<file path="src/rtl/dfo_pkg.sv">
package dfo_pkg;
  localparam int ST_UND  = 0;
  localparam int ST_LOST = 1;
  localparam int N_ST    = 2;

  // signed occupancy needs headroom for lag below zero
  function automatic int occ_width(input int aw);
    return aw + 2;
  endfunction
endpackage

</file>
<file path="src/rtl/dfo_sticky.sv">
module dfo_sticky (
  input  logic clk_i,
  input  logic rst_ni,
  input  logic set_i,
  input  logic clr_i,
  output logic q_o
);
  always_ff @(posedge clk_i or negedge rst_ni)
    if (!rst_ni) q_o <= 1'b0;
    else         q_o <= set_i | (q_o & ~clr_i);
endmodule

</file>
<file path="src/rtl/dfo_store.sv">
module dfo_store #(
  parameter int DW    = 16,
  parameter int DEPTH = 16,
  parameter int OCC_W = 6
) (
  input  logic                    clk_i,
  input  logic                    rst_ni,
  input  logic                    flush_i,
  input  logic                    wr_i,
  input  logic [DW-1:0]           wr_data_i,
  input  logic                    rd_i,
  input  logic [DW-1:0]           dflt_i,
  output logic [DW-1:0]           pix_o,
  output logic signed [OCC_W-1:0] occ_o
);
  localparam int AW = $clog2(DEPTH);
  localparam logic signed [OCC_W-1:0] OCC_MIN = {1'b1, {(OCC_W-1){1'b0}}};

  logic [DW-1:0] mem_q [DEPTH];
  logic [AW-1:0] wp_q, rp_q;
  logic          wr_ok, rd_ok;

  assign wr_ok = wr_i & ~flush_i;
  assign rd_ok = rd_i & ~flush_i;

  always_ff @(posedge clk_i)
    if (wr_ok) mem_q[wp_q] <= wr_data_i;

  always_ff @(posedge clk_i or negedge rst_ni) begin
    if (!rst_ni) begin
      wp_q  <= '0;
      rp_q  <= '0;
      occ_o <= '0;
      pix_o <= '0;
    end else if (flush_i) begin
      wp_q  <= '0;
      rp_q  <= '0;
      occ_o <= '0;
      pix_o <= dflt_i;
    end else begin
      if (wr_ok) wp_q <= wp_q + 1'b1;
      // read side never stalls, even past the write pointer
      if (rd_ok) begin
        rp_q  <= rp_q + 1'b1;
        pix_o <= mem_q[rp_q];
      end
      case ({wr_ok, rd_ok})
        2'b10:   occ_o <= occ_o + 1'b1;
        2'b01:   if (occ_o != OCC_MIN) occ_o <= occ_o - 1'b1;
        default: ;
      endcase
    end
  end
endmodule

</file>
<file path="src/rtl/dfo_dma.sv">
module dfo_dma #(
  parameter int DEPTH = 16,
  parameter int OCC_W = 6
) (
  input  logic                          clk_i,
  input  logic                          rst_ni,
  input  logic                          frame_start_i,
  input  logic                          blk_i,
  input  logic                          wr_i,
  input  logic                          rd_i,
  input  logic [$clog2(DEPTH)-1:0]      thr_i,
  input  logic signed [OCC_W-1:0]       occ_i,
  output logic                          req_o,
  output logic                          lost_ev_o
);
  localparam int AW = $clog2(DEPTH);
  localparam logic [AW-1:0] ONE = 1;

  logic              en_q, halt_q, pend, wr_done;
  logic [AW-1:0]     credit_q, lag_q;
  logic signed [OCC_W:0] free;

  assign free    = (OCC_W+1)'(DEPTH) - {occ_i[OCC_W-1], occ_i};
  assign pend    = credit_q != '0;
  assign wr_done = wr_i & (credit_q == ONE);
  assign req_o   = en_q & ~halt_q & ~pend & ~blk_i & (thr_i != '0)
                 & (free >= $signed({3'b000, thr_i}));
  assign lost_ev_o = pend & rd_i & ~blk_i & (lag_q == thr_i - 1'b1) & ~wr_done;

  // frame gate: off on block, back on at next frame start
  always_ff @(posedge clk_i or negedge rst_ni)
    if (!rst_ni)            en_q <= 1'b0;
    else if (blk_i)         en_q <= 1'b0;
    else if (frame_start_i) en_q <= 1'b1;

  always_ff @(posedge clk_i or negedge rst_ni)
    if (!rst_ni)        halt_q <= 1'b0;
    else if (blk_i)     halt_q <= 1'b0;
    else if (lost_ev_o) halt_q <= 1'b1;

  always_ff @(posedge clk_i or negedge rst_ni) begin
    if (!rst_ni) begin
      credit_q <= '0;
      lag_q    <= '0;
    end else if (blk_i) begin
      credit_q <= '0;
      lag_q    <= '0;
    end else if (req_o) begin
      credit_q <= thr_i;
      lag_q    <= '0;
    end else if (lost_ev_o) begin
      credit_q <= '0;
      lag_q    <= '0;
    end else if (pend) begin
      if (wr_i) credit_q <= credit_q - 1'b1;
      if (rd_i) lag_q    <= lag_q + 1'b1;
    end
  end
endmodule

</file>
<file path="src/rtl/disp_out_fifo.sv">
module disp_out_fifo
  import dfo_pkg::*;
#(
  parameter int DW    = 16,
  parameter int DEPTH = 16
) (
  input  logic                     clk_i,
  input  logic                     rst_ni,
  input  logic                     frame_start_i,
  input  logic                     line_act_i,
  input  logic                     pix_en_i,
  input  logic                     wr_en_i,
  input  logic [DW-1:0]            wr_data_i,
  input  logic [$clog2(DEPTH)-1:0] thr_i,
  input  logic                     blk_i,
  input  logic [DW-1:0]            dflt_i,
  input  logic                     und_ie_i,
  input  logic                     clr_und_i,
  input  logic                     clr_lost_i,
  output logic [DW-1:0]            pix_o,
  output logic                     dma_req_o,
  output logic                     irq_o,
  output logic                     und_o,
  output logic                     lost_o
);
  localparam int OCC_W = occ_width($clog2(DEPTH));

  logic                    rd, wr_acc, lost_ev;
  logic signed [OCC_W-1:0] occ;
  logic [N_ST-1:0]         st_set, st_clr, st_q;

  assign rd     = line_act_i & pix_en_i;
  assign wr_acc = wr_en_i & ~blk_i;

  dfo_store #(.DW(DW), .DEPTH(DEPTH), .OCC_W(OCC_W)) u_store (
    .clk_i, .rst_ni,
    .flush_i  (blk_i),
    .wr_i     (wr_en_i),
    .wr_data_i,
    .rd_i     (rd),
    .dflt_i,
    .pix_o,
    .occ_o    (occ)
  );

  dfo_dma #(.DEPTH(DEPTH), .OCC_W(OCC_W)) u_dma (
    .clk_i, .rst_ni,
    .frame_start_i,
    .blk_i,
    .wr_i      (wr_acc),
    .rd_i      (rd),
    .thr_i,
    .occ_i     (occ),
    .req_o     (dma_req_o),
    .lost_ev_o (lost_ev)
  );

  assign st_set[ST_UND]  = rd & ~blk_i & (occ <= 0);
  assign st_set[ST_LOST] = lost_ev;
  assign st_clr[ST_UND]  = clr_und_i;
  assign st_clr[ST_LOST] = clr_lost_i;

  for (genvar i = 0; i < N_ST; i++) begin : g_st
    dfo_sticky u_st (
      .clk_i, .rst_ni,
      .set_i (st_set[i]),
      .clr_i (st_clr[i]),
      .q_o   (st_q[i])
    );
  end

  assign und_o  = st_q[ST_UND];
  assign lost_o = st_q[ST_LOST];
  assign irq_o  = und_o & und_ie_i;
endmodule

</file>
<file path="config.mk">
export PLATFORM = sky130hd
export DESIGN_NAME = disp_out_fifo
export DESIGN_NICKNAME = d
export VERILOG_FILES = /design/src/rtl/dfo_pkg.sv /design/src/rtl/dfo_sticky.sv /design/src/rtl/dfo_store.sv /design/src/rtl/dfo_dma.sv /design/src/rtl/disp_out_fifo.sv
export SDC_FILE = /design/constraint.sdc
export NUM_CORES = 1
export LEC_CHECK = 0
export CAP_MARGIN = 10
export CORE_ASPECT_RATIO = 0.7
export CORE_MARGIN = 8
export CORE_UTILIZATION = 30
export DETAILED_ROUTE_END_ITERATION = 10
export DONT_BUFFER_PORTS = 1
export SETUP_SLACK_MARGIN = 0.3
export SYNTH_ARGS = -nofsm -noshare
export SYNTH_HDL_FRONTEND = slang
export SYNTH_SLANG_ARGS = --single-unit
</file>
<file path="constraint.sdc">
create_clock -name clk_i -period 2.7 [get_ports clk_i]
set_input_delay 0.405 -clock clk_i [delete_from_list [all_inputs] [get_ports clk_i]]
set_output_delay 0.405 -clock clk_i [all_outputs]
set_load 0.02 [all_outputs]
</file>
==> results_dict.tcl, run 1 <==
set metrics [dict create \
    diodes 0 \
    clock_skew_ns 0.0171 \
    critPathBufInv 1 \
    grt.total_usage_pct 12.0 \
    synthDistinctLibCells 52 \
    cts_tree "built" \
    crit_family "simple AND/OR/NAND/NOR gates" \
    finalCriticalPeriod_ns 2.63 \
    pin_count 66 \
    wl_per_cell_um 21.5 \
    grt_pass1_wl_um 43700 \
    fin_nets 825 \
    drv_cap 0 \
    dpl.cell_count 1225 \
    synth_top_area_share_pct 62.7 \
    ir_worst_vdd_uv 421 \
    crit_slowest_cell "dfrtp_1" \
    slowest_delay_ns 0.39 \
    use_met2_pct 18.4 \
    die-area_um2 47700 \
    syn-num-nets 746 \
    dr_total_vias 6511 \
    stdcell_area_um2 14500 \
    path_cells "buf_6 > nor3_4 > xnor2_1 > ha_2 > o22ai_4 > o32ai_4 > and2_4" \
    first_pass_iters 5 \
    die_y_um 185 \
    rsz0062_at_grt "yes" \
    cp_max_fo 3 \
    antenna_found_initial 2 \
    placementRows 62 \
    drive_above_1_share_pct 22.0 \
    start_kind "flip-flop" \
    most-common-layout-cells "edfxtp_1 (256), mux4_2 (64), dlygate4sd3_1 (41)" \
    synth_edf_count 256 \
    htreeDepth 1 \
    totalWireLength_um 28500 \
    r2r_setup_slack_ns 0.46 \
    core_region_area_um2 40600 \
    slew_headroom_pct 57.3 \
    crit_required_ns 2.30 \
    crit_type "reg2out" \
    cts.clk_slew.worst_paths_ns 0.06 \
    final_common_cell "edfxtp_1" \
    tns_ns 0 \
    p_leak_nw 4.84 \
    grtUsageMet1_pct 17.3 \
    fin_cells 1325 \
    setup_viol 0 \
    clockBufferDepth 3 \
    tightest_slew_ns 0.635 \
    finalCritPeriodShare_pct 97.2 \
    hold_violations 0 \
    synth_area_leaders "edfxtp_1 (63%), mux4_2 (12%), dfrtp_1 (8.6%), a22oi_1 (2.0%), ha_1 (1.9%)" \
    slew_violations 0 \
    grt.overflow.total 0 \
    placed_cell_area_um2 13100 \
    post_synth.cell_area_avg_um2 18.0 \
    drtAntennaViolNets 0 \
    via_per_inst 4.91 \
    synthFlopType "edfxtp_1" \
    end_kind "output pin" \
    drtIter0Drc 574 \
    place_congestion 0.741 \
    synthArstFlopShare_pct 14.1 \
    pre_cts_slack_ns 0.317 \
    cts.sinks 298 \
    die_x_um 258 \
    clkLatencyLatePin_ns 0.55 \
    fmax_ghz 0.381 \
    post-dp-hpwl_um 17500 \
    setup_ws_ns 0.0748 \
    grt_pass1_vias 6773 \
    remaining_drc_errors 0 \
    grt_max_degree 48 \
    area_growth_pct 18.5 \
    status "finished clean" \
    io_buffers 0 \
    cts_root_buffer "clkbuf_16" \
    top_usage_layer "met2" \
    min_path_type "in2reg" \
    ys_warn_count 0 \
    grtUsageMet3_pct 2.89 \
    synth_top_area_cell "edfxtp_1" \
    synth-seq-area-share_pct 71.2 \
    critPathArrivalTime_ns 2.22 \
    synth_cells 680 \
    synth-seq-cells 298 \
    cts_buffers 28 \
    initial_core_util_pct 30.2 \
    synthesis.area_um2 12300 \
    powerDensity_nw_per_um2 690 \
]
-- synth_stat cells (2+ instances only) --
master	number
buf_6	6
o21a_1	2
o21ai_0	9
buf_1	5
or3_1	3
mux4_2	64
nor4_1	2
a21o_1	4
nor3_1	3
o21ai_1	16
edfxtp_1	256
and2_1	20
nand4_1	2
nor4b_1	2
a211o_1	2
o22ai_1	3
mux2i_1	3
clkbuf_1	13
xnor2_1	11
nor3b_2	3
nor2_1	26
buf_2	11
ha_1	19
xor2_1	8
inv_1	14
nand3_1	5
nand2_1	25
a211oi_1	4
o31ai_1	2
a22oi_1	32
nor2b_1	2
nor4_2	4
a22o_1	3
a21oi_1	37
dfrtp_1	42
-- repair_timing --
item	CTS	global route
hold endpoints to repair	333	1
setup buffers	3	2
pin swaps	7	6
gates resized for setup	12	2
endpoints found under the setup margin	1	1
hold buffers	42	1
-- routing by layer --
| metal | vias to the layer above | share of wire, % |
|---|---|---|
| met5 | - | 0.095 |
| met4 | 4 | 1.7 |
| met3 | 38 | 6.6 |
| met2 | 193 | 45 |
| met1 | 3387 | 47 |
| li1 | 2889 | - |
-- final cells by class --
cell class | count | area (µm²)
inverter | 14 | 52.6
clock buffer | 33 | 741
fill | 3821 | 26100
multi-input combinational | 333 | 3340
clock inverter | 19 | 118
timing repair buffer | 84 | 857
tap | 544 | 681
sequential | 298 | 8750
-- where the power goes --
part | total [mW] | internal, mW | switching [mW] | leakage (nW)
clock network | 3.74 | 2.06 | 1.68 | 0.429
logic | 1.04 | 0.527 | 0.509 | 1.56
registers | 5.25 | 5.11 | 0.141 | 2.84
-- worst reg2reg max path, stage by stage (launching register included) --
cell and delay [ns]:
dfrtp_1 0.39, buf_6 0.13, nor3_4 0.24, xnor2_1 0.15, ha_2 0.30, o22ai_4 0.17
o32ai_4 0.11, and2_4 0.18, buf_4 0.17, o41ai_2 0.30
-- logic make-up after synthesis --
group                      Yosys count  share of synthesized area [%]
DFF                                298                           71.2
buffers and inverters               49                           1.98
xor gates and xnor gates            19                           1.36
adders and majority gates           20                           2.10
AOI/OAI and AO/OA                  119                           6.20
muxes                               68                           12.1
and+or+nand+nor                    107                           5.03
-- through the flow --
stage          hold slack, ns  utilization (%)  total power [mW]
6_report               0.0313             35.7              10.0
5_1_grt               0.00962             35.7              10.5
4_1_cts               0.00581             35.7              10.1
3_5_place_dp            0.111             32.3              6.14
3_3_place_gp            0.111             32.3              6.13
2_1_floorplan           0.109                -              5.94
-- state kept, by name (all words and copies together), names as in the netlist, 2 cells and up --
signal,flops
u_store.wp_q,4
u_store.mem_q,256
u_dma.credit_q,4
u_store.pix_o,16
g_st.u_st.q_o,2
u_store.rp_q,4
u_store.occ_o,6
u_dma.lag_q,4
-- final timing paths --
path | to | from | cells past startpoint
worst max register to register | u_dma.credit_q[0] | u_store.occ_o[0] | 9
max in group asynchronous | u_store.occ_o[2] | rst_ni | 2
min in group asynchronous | u_dma.credit_q[2] | rst_ni | 2
worst min-delay path | u_store.rp_q[1] | pix_en_i | 2
worst max-delay path | dma_req_o | u_store.occ_o[0] | 7
worst min register to register | u_dma.halt_q | u_dma.halt_q | 2
Power figures use the tool's default switching activity.
==> inputs of run 2 (changes only) <==
ABC_AREA = 1   (was unset)
==> run 2 against run 1 <==
Effect of this change: combinational power increased by 140%; register-to-register slack hardly changed; largest power group unchanged; power increased by 17%; final cell count increased by 30%; sequential share of layout area decreased by 1.6 points.
==> results_dict.tcl, run 2 <==
set metrics [dict create \
    synth_commonest_cells "edfxtp_1 (256), nor2_1 (147), o21ai_0 (119)" \
    internal_power_mw 8.23 \
    area_growth_pct 16.0 \
    synth_cells 1100 \
    ir_worst_vdd_uv 525 \
    cp_common_cell "nand2_1" \
    grt.total_usage_pct 12.4 \
    placementRows 63 \
    remaining_drc_errors 0 \
    synth_top_family_by_area "compound AO/OA/AOI/OAI gates" \
    min_path_cells 2 \
    ys_warn_count 0 \
    synth_top_area_cell "edfxtp_1" \
    pre_cts_slack_ns 0.377 \
    hold_end "u_store.wp_q[2]" \
    switching_share_pct 30.0 \
    fin_cells 1719 \
    place_congestion 0.795 \
    hold_violations 0 \
    synth_xor_xnor_area_share_pct 0.750 \
    grt_pass1_wl_um 48800 \
    post_synth.cell_area_avg_um2 11.7 \
    dr_total_vias 8472 \
    htreeDepth 1 \
    synth_top_area_share_pct 59.8 \
    worstRegToRegCells 18 \
    antenna_found_initial 0 \
    status "finished clean" \
    r2r_setup_slack_ns 0.47 \
    drv_cap 0 \
    grt_pass1_vias 7958 \
    finalCriticalPeriod_ns 2.60 \
    io_buffers 0 \
    pwr-share-clk_pct 33.1 \
    crit_family "adder cells" \
    diodes 0 \
    cts.clk_slew.worst_paths_ns 0.07 \
    cts_root_buffer "clkbuf_16" \
    synth-seq-area-share_pct 68.0 \
    synth-seq-cells 298 \
    yosysMostFrequentCell "edfxtp_1" \
    drtIter0Drc 744 \
    final_common_cell "edfxtp_1" \
    post-dp-hpwl_um 19100 \
    clkLatencyLatePin_ns 0.55 \
    pin_count 66 \
    synthFlopType "edfxtp_1" \
    critPathBufInv 3 \
    syn-num-nets 1166 \
    crit_type "reg2out" \
    top_register "u_store.mem_q" \
    min-delay-start "wr_en_i" \
    first_pass_iters 5 \
    placed_cell_area_um2 13600 \
    synth_area_leaders "edfxtp_1 (60%), dfrtp_1 (8.2%), o21ai_0 (4.6%), nor2_1 (4.3%), nand3_1 (3.7%)" \
    drive_above_1_share_pct 11.3 \
    setup_ws_ns 0.105 \
    synth_mux_area_share_pct 0 \
    die-area_um2 49800 \
    synthAdderAreaFrac_pct 2.01 \
    largest_reg_flops 256 \
    cts_tree "built" \
    end_kind "output pin" \
    synthArstFlopShare_pct 14.1 \
    slowest_delay_ns 0.38 \
    path_cells "inv_2 > ha_4 > xnor2_1 > ha_1 > nand2_1 > inv_1 > nand2_1 > nand2_1 > nand2_1 > nand2_1 > nand2_1 > nand2_2 > nand2_4 > inv_4" \
    seq_power_share_pct 45.6 \
    post_synth_and_or_nand_nor_area_fraction_pct 11.5 \
    powerDensity_nw_per_um2 789 \
    biggestRegsByFlops "u_store.mem_q x256, u_store.pix_o x16, u_store.occ_o x6" \
    synth_compound_area_share_pct 12.4 \
    p_leak_nw 5.30 \
    post-route-util_pct 35.2 \
    tightest_slew_ns 0.854 \
    rr_startpoint "u_store.occ_o[0]" \
    drtAntennaViolNets 0 \
    cp_max_fo 3 \
    cts_buffers 27 \
    slew_headroom_pct 42.7 \
    start_kind "flip-flop" \
    core_region_area_um2 42300 \
    crit_slowest_cell "dfrtp_1" \
    pwr-share-comb_pct 21.3 \
    die_x_um 263 \
    initial_core_util_pct 30.4 \
    grt.overflow.total 0 \
    most-common-layout-cells "edfxtp_1 (256), nor2_1 (131), o21ai_0 (119)" \
    rsz0062_at_grt "yes" \
    clockBufferDepth 3 \
    power.total_mw 11.8 \
    via_per_inst 4.93 \
    crit_required_ns 2.30 \
    min_path_type "in2reg" \
    slew_violations 0 \
    synthesis.area_um2 12900 \
    dpl.cell_count 1625 \
    totalWireLength_um 31700 \
    r2r_end "u_dma.credit_q[3]" \
    wl_per_cell_um 18.5 \
    critPathArrivalTime_ns 2.19 \
    setup_viol 0 \
    cts.sinks 298 \
    finalCritPeriodShare_pct 96.1 \
    synth_edf_count 256 \
    stdcell_area_um2 14900 \
    die_y_um 189 \
    synthDistinctLibCells 36 \
    fmax_ghz 0.385 \
    fin_nets 1213 \
    grt_max_degree 138 \
    total_switching_power_mw 3.53 \
    clock_skew_ns 0.0146 \
]
run 2: logic make-up after synthesis:
logic type / count (synthesis)
flops: 298
compound gates: 275
simple gates: 347
fa+ha+maj: 20
buf+inv: 149
xor+xnor: 11
run 2: final cells by class:
| cell class | instances | area, µm² |
|---|---|---|
| Fill cell | 4032 | 27400 |
| Sequential cell | 298 | 8740 |
| Multi-Input combinational cell | 653 | 3490 |
| Timing Repair Buffer | 79 | 781 |
| Clock buffer | 35 | 706 |
| Tap cell | 552 | 691 |
| Inverter | 88 | 333 |
| Clock inverter | 14 | 171 |
run 2: power by group through the flow:
stage | combinational (mW) | sequential (mW) | clock [mW]
floorplan | 1.91 | 5.40 | 0
global placement | 2.31 | 5.46 | 0
detailed placement | 2.33 | 5.46 | 0
CTS | 2.51 | 5.36 | 3.98
global route | 2.81 | 5.38 | 4.15
finish | 2.51 | 5.36 | 3.90
run 2: worst max-delay path by stage:
stage / from / end / slack, ns / cells past startpoint
floorplan: u_store.occ_o[0] / dma_req_o / 0.55 / 14
global placement: u_store.occ_o[0] / dma_req_o / 0.37 / 14
detailed placement: u_store.occ_o[0] / dma_req_o / 0.38 / 14
CTS: u_store.occ_o[0] / dma_req_o / 0.11 / 14
global route: u_store.occ_o[0] / dma_req_o / -0.04 / 14
finish: u_store.occ_o[0] / dma_req_o / 0.10 / 14
run 2: worst register-to-register path: stages (launching register included):
cell	delay (ns)
dfrtp_1	0.38
inv_2	0.07
ha_4	0.16
xnor2_1	0.12
ha_1	0.31
nand2_1	0.06
inv_1	0.05
nand2_1	0.04
nand2_1	0.05
nand2_1	0.04
nand2_1	0.05
nand2_1	0.05
nand2_2	0.10
nand2_4	0.06
buf_4	0.14
buf_4	0.15
nand3_2	0.09
nand2_1	0.10
o21ai_1	0.13
run 2: stage by stage:
step | hold WS [ns] | TNS [ns]
floorplan | 0.109 | 0
global placement | 0.111 | 0
detailed placement | 0.111 | 0
CTS | 0.0191 | 0
global route | 0.0342 | -0.0435
finish | 0.0452 | 0
run 2: what timing repair did:
action                     in CTS  in global routing
buffers inserted                5                  2
setup endpoints to repair       1                  1
pin swaps                       2                  1
resized for setup               7                  0
hold buffers                   38                  0
hold endpoints to repair      318                  0
run 2: per-layer routing:
layer  vias up  track usage [%]  wire, µm  share of wire [%]
li1       4011                -         -                  -
met5         -                0         0                  0
met2       272             18.9     14000                 44
met4         0             3.12       747                2.4
met1      4139             18.2     15100                 48
met3        50             2.06      1940                6.1
